File: src/rtl/utx_pkg.sv
package utx_pkg;

  typedef struct packed {
    logic [1:0] len;
    logic       par_en;
    logic       par_odd;
    logic       stop2;
  } frame_cfg_t;

  // Data bit count for a length code, relative to the widest word dw.
  function automatic int data_bits(input logic [1:0] len, input int dw);
    case (len)
      2'd0:    return dw - 2;
      2'd1:    return dw - 1;
      default: return dw;
    endcase
  endfunction

endpackage

File: src/rtl/utx_baud.sv
module utx_baud #(
  parameter int DIV_W = 8,
  parameter int OVS   = 16
) (
  input  logic             clk,
  input  logic             rst,
  input  logic             run,
  input  logic             restart,
  input  logic [DIV_W-1:0] div,
  output logic             bit_end
);
  localparam int CW = DIV_W + $clog2(OVS) + 1;

  logic [CW-1:0] cnt;
  logic [CW-1:0] last;

  assign last    = CW'(OVS) * (CW'(div) + CW'(1)) - CW'(1);
  assign bit_end = run && (cnt == last);

  always_ff @(posedge clk) begin
    if (rst || restart || !run) cnt <= '0;
    else if (bit_end)           cnt <= '0;
    else                        cnt <= cnt + CW'(1);
  end

endmodule

File: src/rtl/utx_frame.sv
module utx_frame
  import utx_pkg::*;
#(
  parameter int DW = 9
) (
  input  logic          clk,
  input  logic          rst,
  input  logic          load,
  input  logic          bit_end,
  input  logic [DW-1:0] word,
  input  frame_cfg_t    cfg,
  output logic          txd,
  output logic          busy,
  output logic          at_end
);
  localparam int FW = DW + 4;
  localparam int LW = $clog2(FW + 1);

  logic [FW-1:0] vec;
  logic [LW-1:0] nbits;
  logic [FW-2:0] rest;
  logic [LW-1:0] left;

  // Assemble the whole frame, LSB goes out first.
  always_comb begin
    int  n;
    logic par;
    n   = data_bits(cfg.len, DW);
    par = cfg.par_odd;
    vec = '1;
    vec[0] = 1'b0;
    for (int i = 0; i < DW; i++) begin
      if (i < n) begin
        vec[1+i] = word[i];
        par      = par ^ word[i];
      end
    end
    for (int j = DW - 2; j <= DW; j++) begin
      if (cfg.par_en && j == n) vec[1+j] = par;
    end
    nbits = LW'(2 + n + int'(cfg.par_en) + int'(cfg.stop2));
  end

  assign at_end = busy && bit_end && (left == LW'(1));

  always_ff @(posedge clk) begin
    if (rst) begin
      txd  <= 1'b1;
      busy <= 1'b0;
      left <= '0;
      rest <= '1;
    end else if (load) begin
      txd  <= vec[0];
      rest <= vec[FW-1:1];
      left <= nbits;
      busy <= 1'b1;
    end else if (busy && bit_end) begin
      if (left == LW'(1)) begin
        txd  <= 1'b1;
        busy <= 1'b0;
        left <= '0;
      end else begin
        txd  <= rest[0];
        rest <= {1'b1, rest[FW-2:1]};
        left <= left - LW'(1);
      end
    end
  end

  a_r2_line_steady: assert property (@(posedge clk) disable iff (rst)
    (busy && !bit_end && !load) |=> $stable(txd));

  a_r3_start_low: assert property (@(posedge clk) disable iff (rst)
    load |=> (!txd && busy));

endmodule

File: src/rtl/utx_irq.sv
module utx_irq (
  input  logic clk,
  input  logic rst,
  input  logic sel,
  input  logic buf_evt,
  input  logic reg_evt,
  input  logic clr,
  output logic irq
);
  logic set_evt;
  assign set_evt = sel ? reg_evt : buf_evt;

  always_ff @(posedge clk) begin
    if (rst)          irq <= 1'b0;
    else if (set_evt) irq <= 1'b1;
    else if (clr)     irq <= 1'b0;
  end

  a_r11_sticky: assert property (@(posedge clk) disable iff (rst)
    (irq && !clr) |=> irq);

endmodule

File: src/rtl/uart_tx_dbuf.sv
module uart_tx_dbuf
  import utx_pkg::*;
#(
  parameter int DW       = 9,
  parameter int DIV_W    = 8,
  parameter int OVS      = 16,
  parameter int CTS_SYNC = 2
) (
  input  logic             clk,
  input  logic             rst,
  input  logic             wr_en,
  input  logic [DW-1:0]    wr_data,
  input  logic             cfg_tx_en,
  input  logic [1:0]       cfg_len,
  input  logic             cfg_par_en,
  input  logic             cfg_par_odd,
  input  logic             cfg_stop2,
  input  logic             cfg_cts_en,
  input  logic             cfg_irq_sel,
  input  logic [DIV_W-1:0] baud_div,
  input  logic             irq_clr,
  input  logic             cts,
  output logic             txd,
  output logic             buf_empty,
  output logic             reg_empty,
  output logic             irq
);
  logic [CTS_SYNC-1:0] cts_q;
  logic                cts_hold;
  logic                buf_full;
  logic [DW-1:0]       buf_word;
  logic                busy;
  logic                at_end;
  logic                bit_end;
  logic                start;
  logic                reg_empty_q;
  frame_cfg_t          fcfg;

  // Clear-to-send resynchronizer.
  always_ff @(posedge clk) begin
    if (rst) cts_q <= '1;
    else begin
      cts_q[0] <= cts;
      for (int i = 1; i < CTS_SYNC; i++) cts_q[i] <= cts_q[i-1];
    end
  end
  assign cts_hold = cts_q[CTS_SYNC-1];

  // A frame may begin only from idle or exactly at the last stop boundary.
  assign start = buf_full && cfg_tx_en && !(cfg_cts_en && cts_hold) && (!busy || at_end);

  always_ff @(posedge clk) begin
    if (rst) begin
      buf_full <= 1'b0;
      buf_word <= '0;
    end else if (start) begin
      buf_full <= 1'b0;
    end else if (wr_en && !buf_full) begin
      buf_full <= 1'b1;
      buf_word <= wr_data;
    end
  end

  always_ff @(posedge clk) begin
    if (rst)         reg_empty_q <= 1'b1;
    else if (start)  reg_empty_q <= 1'b0;
    else if (at_end) reg_empty_q <= 1'b1;
  end

  assign fcfg      = '{len: cfg_len, par_en: cfg_par_en, par_odd: cfg_par_odd, stop2: cfg_stop2};
  assign buf_empty = !buf_full;
  assign reg_empty = reg_empty_q;

  utx_baud #(.DIV_W(DIV_W), .OVS(OVS)) u_baud (
    .clk(clk), .rst(rst), .run(busy), .restart(start), .div(baud_div), .bit_end(bit_end)
  );

  utx_frame #(.DW(DW)) u_frame (
    .clk(clk), .rst(rst), .load(start), .bit_end(bit_end), .word(buf_word), .cfg(fcfg),
    .txd(txd), .busy(busy), .at_end(at_end)
  );

  utx_irq u_irq (
    .clk(clk), .rst(rst), .sel(cfg_irq_sel), .buf_evt(start),
    .reg_evt(at_end && !start), .clr(irq_clr), .irq(irq)
  );

  a_r8_idle_line_high: assert property (@(posedge clk) disable iff (rst)
    reg_empty_q |-> txd);

  a_r7_full_keeps_word: assert property (@(posedge clk) disable iff (rst)
    (buf_full && !start) |=> (buf_full && $stable(buf_word)));

  a_r10_disabled_stays_idle: assert property (@(posedge clk) disable iff (rst)
    (!cfg_tx_en && !busy) |=> !busy);

  a_r9_cts_stays_idle: assert property (@(posedge clk) disable iff (rst)
    (cfg_cts_en && cts_hold && !busy) |=> !busy);

endmodule

File: config.mk
export PLATFORM = sky130hd
export DESIGN_NAME = uart_tx_dbuf
export DESIGN_NICKNAME = d
export VERILOG_FILES = /design/src/rtl/utx_pkg.sv /design/src/rtl/utx_baud.sv /design/src/rtl/utx_frame.sv /design/src/rtl/utx_irq.sv /design/src/rtl/uart_tx_dbuf.sv
export SDC_FILE = /design/constraint.sdc
export NUM_CORES = 1
export LEC_CHECK = 0
export BUFFER_PORTS_ARGS = -buffer_cell sky130_fd_sc_hd__buf_4
export CORE_ASPECT_RATIO = 1.2
export CORE_MARGIN = 1.5
export CORE_UTILIZATION = 46
export CTS_CLUSTER_SIZE = 20
export DETAILED_ROUTE_END_ITERATION = 12
export GPL_TIMING_DRIVEN = 0
export PLACE_DENSITY = 0.77
export SYNTH_ARGS = -nofsm -noshare
export SYNTH_HDL_FRONTEND = slang
export SYNTH_SLANG_ARGS = --single-unit
File: constraint.sdc
create_clock -name clk -period 7.83 [get_ports clk]
set_input_delay 1.1745 -clock clk [delete_from_list [all_inputs] [get_ports clk]]
set_output_delay 1.1745 -clock clk [all_outputs]
set_load 0.1 [all_outputs]
==> results of run 1 <==
==> layout make-up <==
class | instances | area [um2]
plain buffers | 14 | 86.3
clock buffers | 5 | 68.8
clock inverters | 3 | 67.6
fillers | 490 | 2320
inverters | 9 | 33.8
multi-input cells | 227 | 1580
flip-flops and latches | 43 | 861
well taps | 62 | 77.6
repair buffers | 32 | 240
==> state kept, by name, summed over array words and instances (netlist names) <==
register and flops:
u_baud.cnt 13, buf_full 1, u_frame.left 4, u_frame.rest 10, u_irq.irq 1, cts_q 2, buf_word 9, u_frame.txd 1
reg_empty 1, u_frame.busy 1
==> stage by stage <==
stage / cells / power [W] / hold WS, ns / setup WS (ns)
after floorplan: 293 / 0.000299 / 0.389 / 4.27
after global placement: 387 / 0.000324 / 0.396 / 3.80
after detailed placement: 387 / 0.000326 / 0.403 / 3.76
after CTS: 395 / 0.000532 / 0.422 / 4.08
after global routing: 395 / 0.000550 / 0.431 / 3.86
final: 395 / 0.000527 / 0.416 / 4.07
==> placed cells by master, fill, tap and decap left out, types with 6 or more instances in the layout <==
cell / netlist / layout
buf_2: 6 / 6
xnor2_1: 19 / 19
ha_1: 6 / 6
xor2_1: 15 / 15
buf_4: 1 / 33
mux2i_1: 15 / 15
a21oi_1: 17 / 17
nand2_1: 36 / 36
nand3_1: 11 / 11
inv_1: 9 / 9
a2bb2oi_1: 10 / 10
dfxtp_1: 43 / 43
nor2_1: 28 / 28
==> worst max-delay path, stage by stage <==
cell	delay, ns
buf_4	0.14
ha_1	0.16
buf_2	0.17
xor2_1	0.18
nor3b_2	0.24
xnor2_1	0.16
o2111ai_1	0.23
a2111oi_4	0.75
nor2_2	0.19
nor3_4	0.39
a2bb2oi_1	0.13
==> synth_stat cells (all sizes together), types with 2 or more instances <==
library cell,instances,area share
nor4b,3,0.010
and3,5,0.014
o21bai,2,0.010
o21ai,4,0.0078
clkbuf,4,0.0059
nor3,4,0.012
nand2,36,0.053
o22a,2,0.0068
dfxtp,43,0.34
nand2b,4,0.0098
nor3b,3,0.011
nand4,3,0.0073
a31oi,3,0.0073
inv,9,0.013
nand3,11,0.021
ha,6,0.029
xor2,16,0.058
a311oi,2,0.0068
a21oi,18,0.040
or3b,2,0.0068
nor2,29,0.043
and2,2,0.0049
xnor2,19,0.065
a2111oi,2,0.014
or2,6,0.015
nor2b,3,0.0073
buf,10,0.028
mux2i,15,0.059
a2bb2oi,10,0.034
nand3b,3,0.0088
==> power groups by stage <==
stage	clock (W)	sequential (W)	combinational, W
floorplan	0	0.000238	0.0000614
global placement	0	0.000234	0.0000903
detailed placement	0	0.000234	0.0000921
CTS	0.000210	0.000229	0.0000926
global route	0.000218	0.000230	0.000102
finish	0.000205	0.000229	0.0000923
==> path summary, 6_finish.rpt <==
path / cells after the start / slack [ns] / startpoint / to
max: 11 / 4.07 / baud_div[1] / u_frame.rest[0]
min: 1 / 0.42 / cts_q[0] / cts_q[1]
max reg2reg: 9 / 4.99 / u_baud.cnt[9] / u_frame.rest[0]
min reg2reg: 1 / 0.42 / cts_q[0] / cts_q[1]
==> routing by layer <==
layer | routed length (um) | vias to the layer above
met2 | 2390 | 38
li1 | - | 1101
met3 | 194 | 10
met5 | 0 | -
met4 | 87 | 0
met1 | 2360 | 1029
==> cell families (layout without fill, tap and decap cells) <==
family / after synthesis / in the layout
simple gates: 117 / 117
mux: 15 / 15
compound gates: 53 / 53
flops: 43 / 43
xor+xnor: 35 / 35
fa+ha+maj: 7 / 7
buf+inv: 23 / 63
==> results.yml, run 1 <==
timing:
  tightest_slew_ns: 0.775
  fin_skew_ns: 0.00673
  setup_viol: 0
  slew_headroom: 0.482
  rsz0062_at_grt: "no"
  hold_viol: 0
  slew_viol_final: 0
  finalSetupTns_ns: 0
  period_share: 0.480
  max_freq_mhz: 266
  fin_crit_ns: 3.76
setup_path:
  crit_type: "input port to flip-flop"
  worst_setup_path_start_kind: "input port"
  arrival_ns: 3.93
  required_ns: 8.00
  worst-path-max-fanout: 9
  crit_path_end_kind: "flip-flop"
global_route:
  grt_pass1_vias: 2103
  track_usage: 0.180
  antenna_found_initial: 0
  grt.overflow.total: 0
  grt_use_met3: 0.0396
  met2_usage: 0.308
  gr-usage-met1: 0.225
  grt_max_degree: 15
  busiest_layer: "met2"
  grt_pass1_wl_um: 9040
place:
  port_buffers: 32
  place_area_mm2: 0.00288
  hpwl_um: 3840
  gp_congestion: 0.796
synth:
  syn-num-nets: 330
  synth_seq_cells: 43
  synth_edf_count: 0
  syn_inst: 293
  ys_async_sr_fraction: 0
  synth_compound_area_frac: 0.164
  synth_xor_area_frac: 0.123
  synth-simple-area-share: 0.235
  synth_flop_cell: "dfxtp_1"
  synthMuxAreaShare: 0.0586
  synthAdderAreaFrac: 0.0371
  synth-warning-count: 0
  synth_area_mm2: 0.00256
  seq_area_frac_synth: 0.336
  syn_area_per_cell_um2: 8.75
  synth_top_family_by_area: "simple AND/OR/NAND/NOR gates"
  synth_cell_types: 57
floorplanning:
  core-area_mm2: 0.00533
  dieWidth_um: 71.1
  io_pins: 34
  row_count: 29
  die_area_mm2: 0.00603
  die_y_um: 84.8
  start_util: 0.480
pwr:
  netSwitchingPower_w: 0.000133
  pwr_density_cell_mw_per_mm2: 175
  p_leak_nw: 1.20
  power_frac_seq: 0.435
  power.clock.fraction: 0.390
  sw_frac_of_total: 0.252
  ir_worst_vdd_uv: 135
  p_comb_frac: 0.175
  p_int_w: 0.000394
final_layout:
  areaGrowthSynthToFinish_pct: 17.7
  fin_nets: 369
  fin_area_mm2: 0.00302
  antenna_cells: 0
  drive_gt1_frac: 0.195
  fin_util: 0.566
cts:
  path_clk_slew_ns: 0.08
  hold_buffers: 0
  clk_latency_ns: 0.30
  cts_max_level: 2
  tritoncts: "built"
  cts_buffers: 5
  cts.repair.resized: 0
  cts_root_buffer: "clkbuf_8"
  postCtsSetupBuffers: 0
  clock_sinks: 43
  cts_buffer_depth: 2
outcome:
  status: "complete, no violations"
route:
  num_vias: 2178
  drc: 0
  routed_via_density: 5.51
  dr.pass1.iters: 4
  routed_wl_um: 5030
  wire_per_inst_um: 12.7
  first_iter_violations: 72
  detail-route-antenna-nets: 0
hold_path:
  hold_path.class: "flip-flop to flip-flop"
run:
  max_cap_viol_count: 0
Power figures use the tool's default switching activity.
==> run 2, diff against run 1 <==
Settings changed: PLACE_DENSITY 0.77 to 0.79.
Clock period 7.83 ns to 3.1 ns, I/O delays scaled along.
==> run 2 against run 1 <==
Total power increased by 120%. Combinational power grew to 2.5 times the previous value. Via count down 1.4%. Flip-flop and latch count stayed put. Largest cell class unchanged. Critical path depth rose by 2.
==> results.yml, run 2 (same netlist as run 1, synthesis figures left out) <==
global_route:
  grt.overflow.total: 0
  grt_pass1_wl_um: 8680
  grt_max_degree: 13
  grt_pass1_vias: 2056
  antenna_found_initial: 0
  track_usage: 0.173
final_layout:
  fin_area_mm2: 0.00299
  drive_gt1_frac: 0.200
  reg_top3: "u_baud.cnt x13, u_frame.rest x10, buf_word x9"
  fin_nets: 372
  largest_register_ffs: 13
  final_cell_mix: "dfxtp_1, buf_4, nand2_1"
  top_register: "u_baud.cnt"
  antenna_cells: 0
  final_common_cell: "dfxtp_1"
  areaGrowthSynthToFinish_pct: 16.7
timing:
  rsz0062_at_grt: "no"
  hold_viol: 0
  worst_slack_ns: 0.254
  tightest_slew_ns: 0.705
  setup_viol: 0
  fin_skew_ns: 0.00655
  slew_viol_final: 0
  slew_headroom: 0.529
  max_freq_mhz: 351
  period_share: 0.918
  fin_crit_ns: 2.85
cts:
  clk_latency_ns: 0.29
  tritoncts: "built"
  cts_buffers: 5
  path_clk_slew_ns: 0.08
  cts.repair.resized: 0
  hold_buffers: 0
  cts_root_buffer: "clkbuf_8"
  clock_sinks: 43
  cts_buffer_depth: 2
  cts_max_level: 2
pwr:
  netSwitchingPower_w: 0.000318
  p_int_w: 0.000849
  power.clock.fraction: 0.306
  sw_frac_of_total: 0.273
  pwr_density_cell_mw_per_mm2: 391
  p_leak_nw: 1.20
  p_comb_frac: 0.198
  ir_worst_vdd_uv: 399
  power_frac_seq: 0.496
place:
  place_area_mm2: 0.00288
  gp_congestion: 0.877
  dp_worst_setup_slack_ns: -0.279
  port_buffers: 32
  hpwl_um: 3790
setup_path:
  arrival_ns: 3.02
  required_ns: 3.27
  crit_path_end_kind: "flip-flop"
  crit_type: "input port to flip-flop"
  worst-path-max-fanout: 10
  worst_setup_path_start_kind: "input port"
route:
  dr.pass1.iters: 4
  first_iter_violations: 80
  detail-route-antenna-nets: 0
  drc: 0
  routed_wl_um: 5000
  routed_via_density: 5.41
  num_vias: 2148
  wire_per_inst_um: 12.6
floorplanning:
  die_area_mm2: 0.00603
  io_pins: 34
  dieWidth_um: 71.1
  core-area_mm2: 0.00533
  die_y_um: 84.8
  row_count: 29
  start_util: 0.480
hold_path:
  hold_path.class: "input port to flip-flop"
outcome:
  status: "complete, no violations"
run:
  max_cap_viol_count: 0
[run 2: cell types whose count changed in the layout (fill, tap and decap cells not counted), sizes merged]
| cell | before | now |
|---|---|---|
| buf | 42 | 45 |
| clkinv | 0 | 1 |
| clkinvlp | 1 | 0 |
| clkbuf | 9 | 10 |
| bufinv | 2 | 0 |
[run 2: worst max-delay path: stages]
cell and delay, ns:
buf_4 0.13, ha_1 0.16, buf_2 0.17, xor2_1 0.18, nor3b_2 0.25, a211oi_1 0.12, a311o_1 0.32, a2111oi_4 0.46
buf_4 0.21, a21oi_4 0.08, buf_6 0.20, mux2i_1 0.18, a2bb2oi_1 0.08
[run 2: worst paths after layout]
| check | to | slack, ns | depth (start not counted) | startpoint |
|---|---|---|---|---|
| worst max register to register | u_frame.rest[8] | 0.35 | 11 | u_baud.cnt[8] |
| worst min register to register | cts_q[1] | 0.43 | 1 | cts_q[0] |
| worst max-delay path | u_frame.rest[8] | 0.25 | 13 | baud_div[1] |
| worst min-delay path | cts_q[0] | 0.36 | 2 | cts |
[run 2: cell type report]
cell class | count | area, um2
Inverter | 9 | 33.8
Sequential cell | 43 | 861
Clock inverter | 1 | 5.00
Fill cell | 498 | 2340
Tap cell | 62 | 77.6
Multi-Input combinational cell | 227 | 1580
Clock buffer | 6 | 82.6
Buffer | 14 | 86.3
Timing Repair Buffer | 35 | 263
[run 2: power by group through the flow]
stage          Clock [W]  Sequential, W  Combinational [W]
6_report        0.000358       0.000579           0.000231
5_1_grt         0.000379       0.000581           0.000256
4_1_cts         0.000363       0.000579           0.000232
3_5_place_dp           0       0.000592           0.000231
3_3_place_gp           0       0.000591           0.000228
2_1_floorplan          0       0.000601           0.000155
[run 2: timing repair]
action | in CTS | in global routing
setup endpoints to repair | 1 | 0
endpoints found under the hold margin | 0 | 0
buffers inserted | 3 | 0
[run 2: per-stage QoR]
stage	hold WS, ns	instances	total power (W)	utilization	setup TNS, ns
2_1_floorplan	0.389	293	0.000756	-	0
3_3_place_gp	0.396	387	0.000819	0.540	-3.21
3_5_place_dp	0.403	387	0.000823	0.540	-4.33
4_1_cts	0.355	397	0.00117	0.561	0
5_1_grt	0.362	397	0.00122	0.561	0
6_report	0.359	397	0.00117	0.561	0
[run 2: routing by layer]
layer | routed length [um] | up-vias | global-route usage
met5 | 0 | - | 0
met3 | 190 | 6 | 0.0324
met4 | 64 | 0 | 0.0532
met2 | 2430 | 37 | 0.302
li1 | - | 1103 | -
met1 | 2310 | 1002 | 0.213
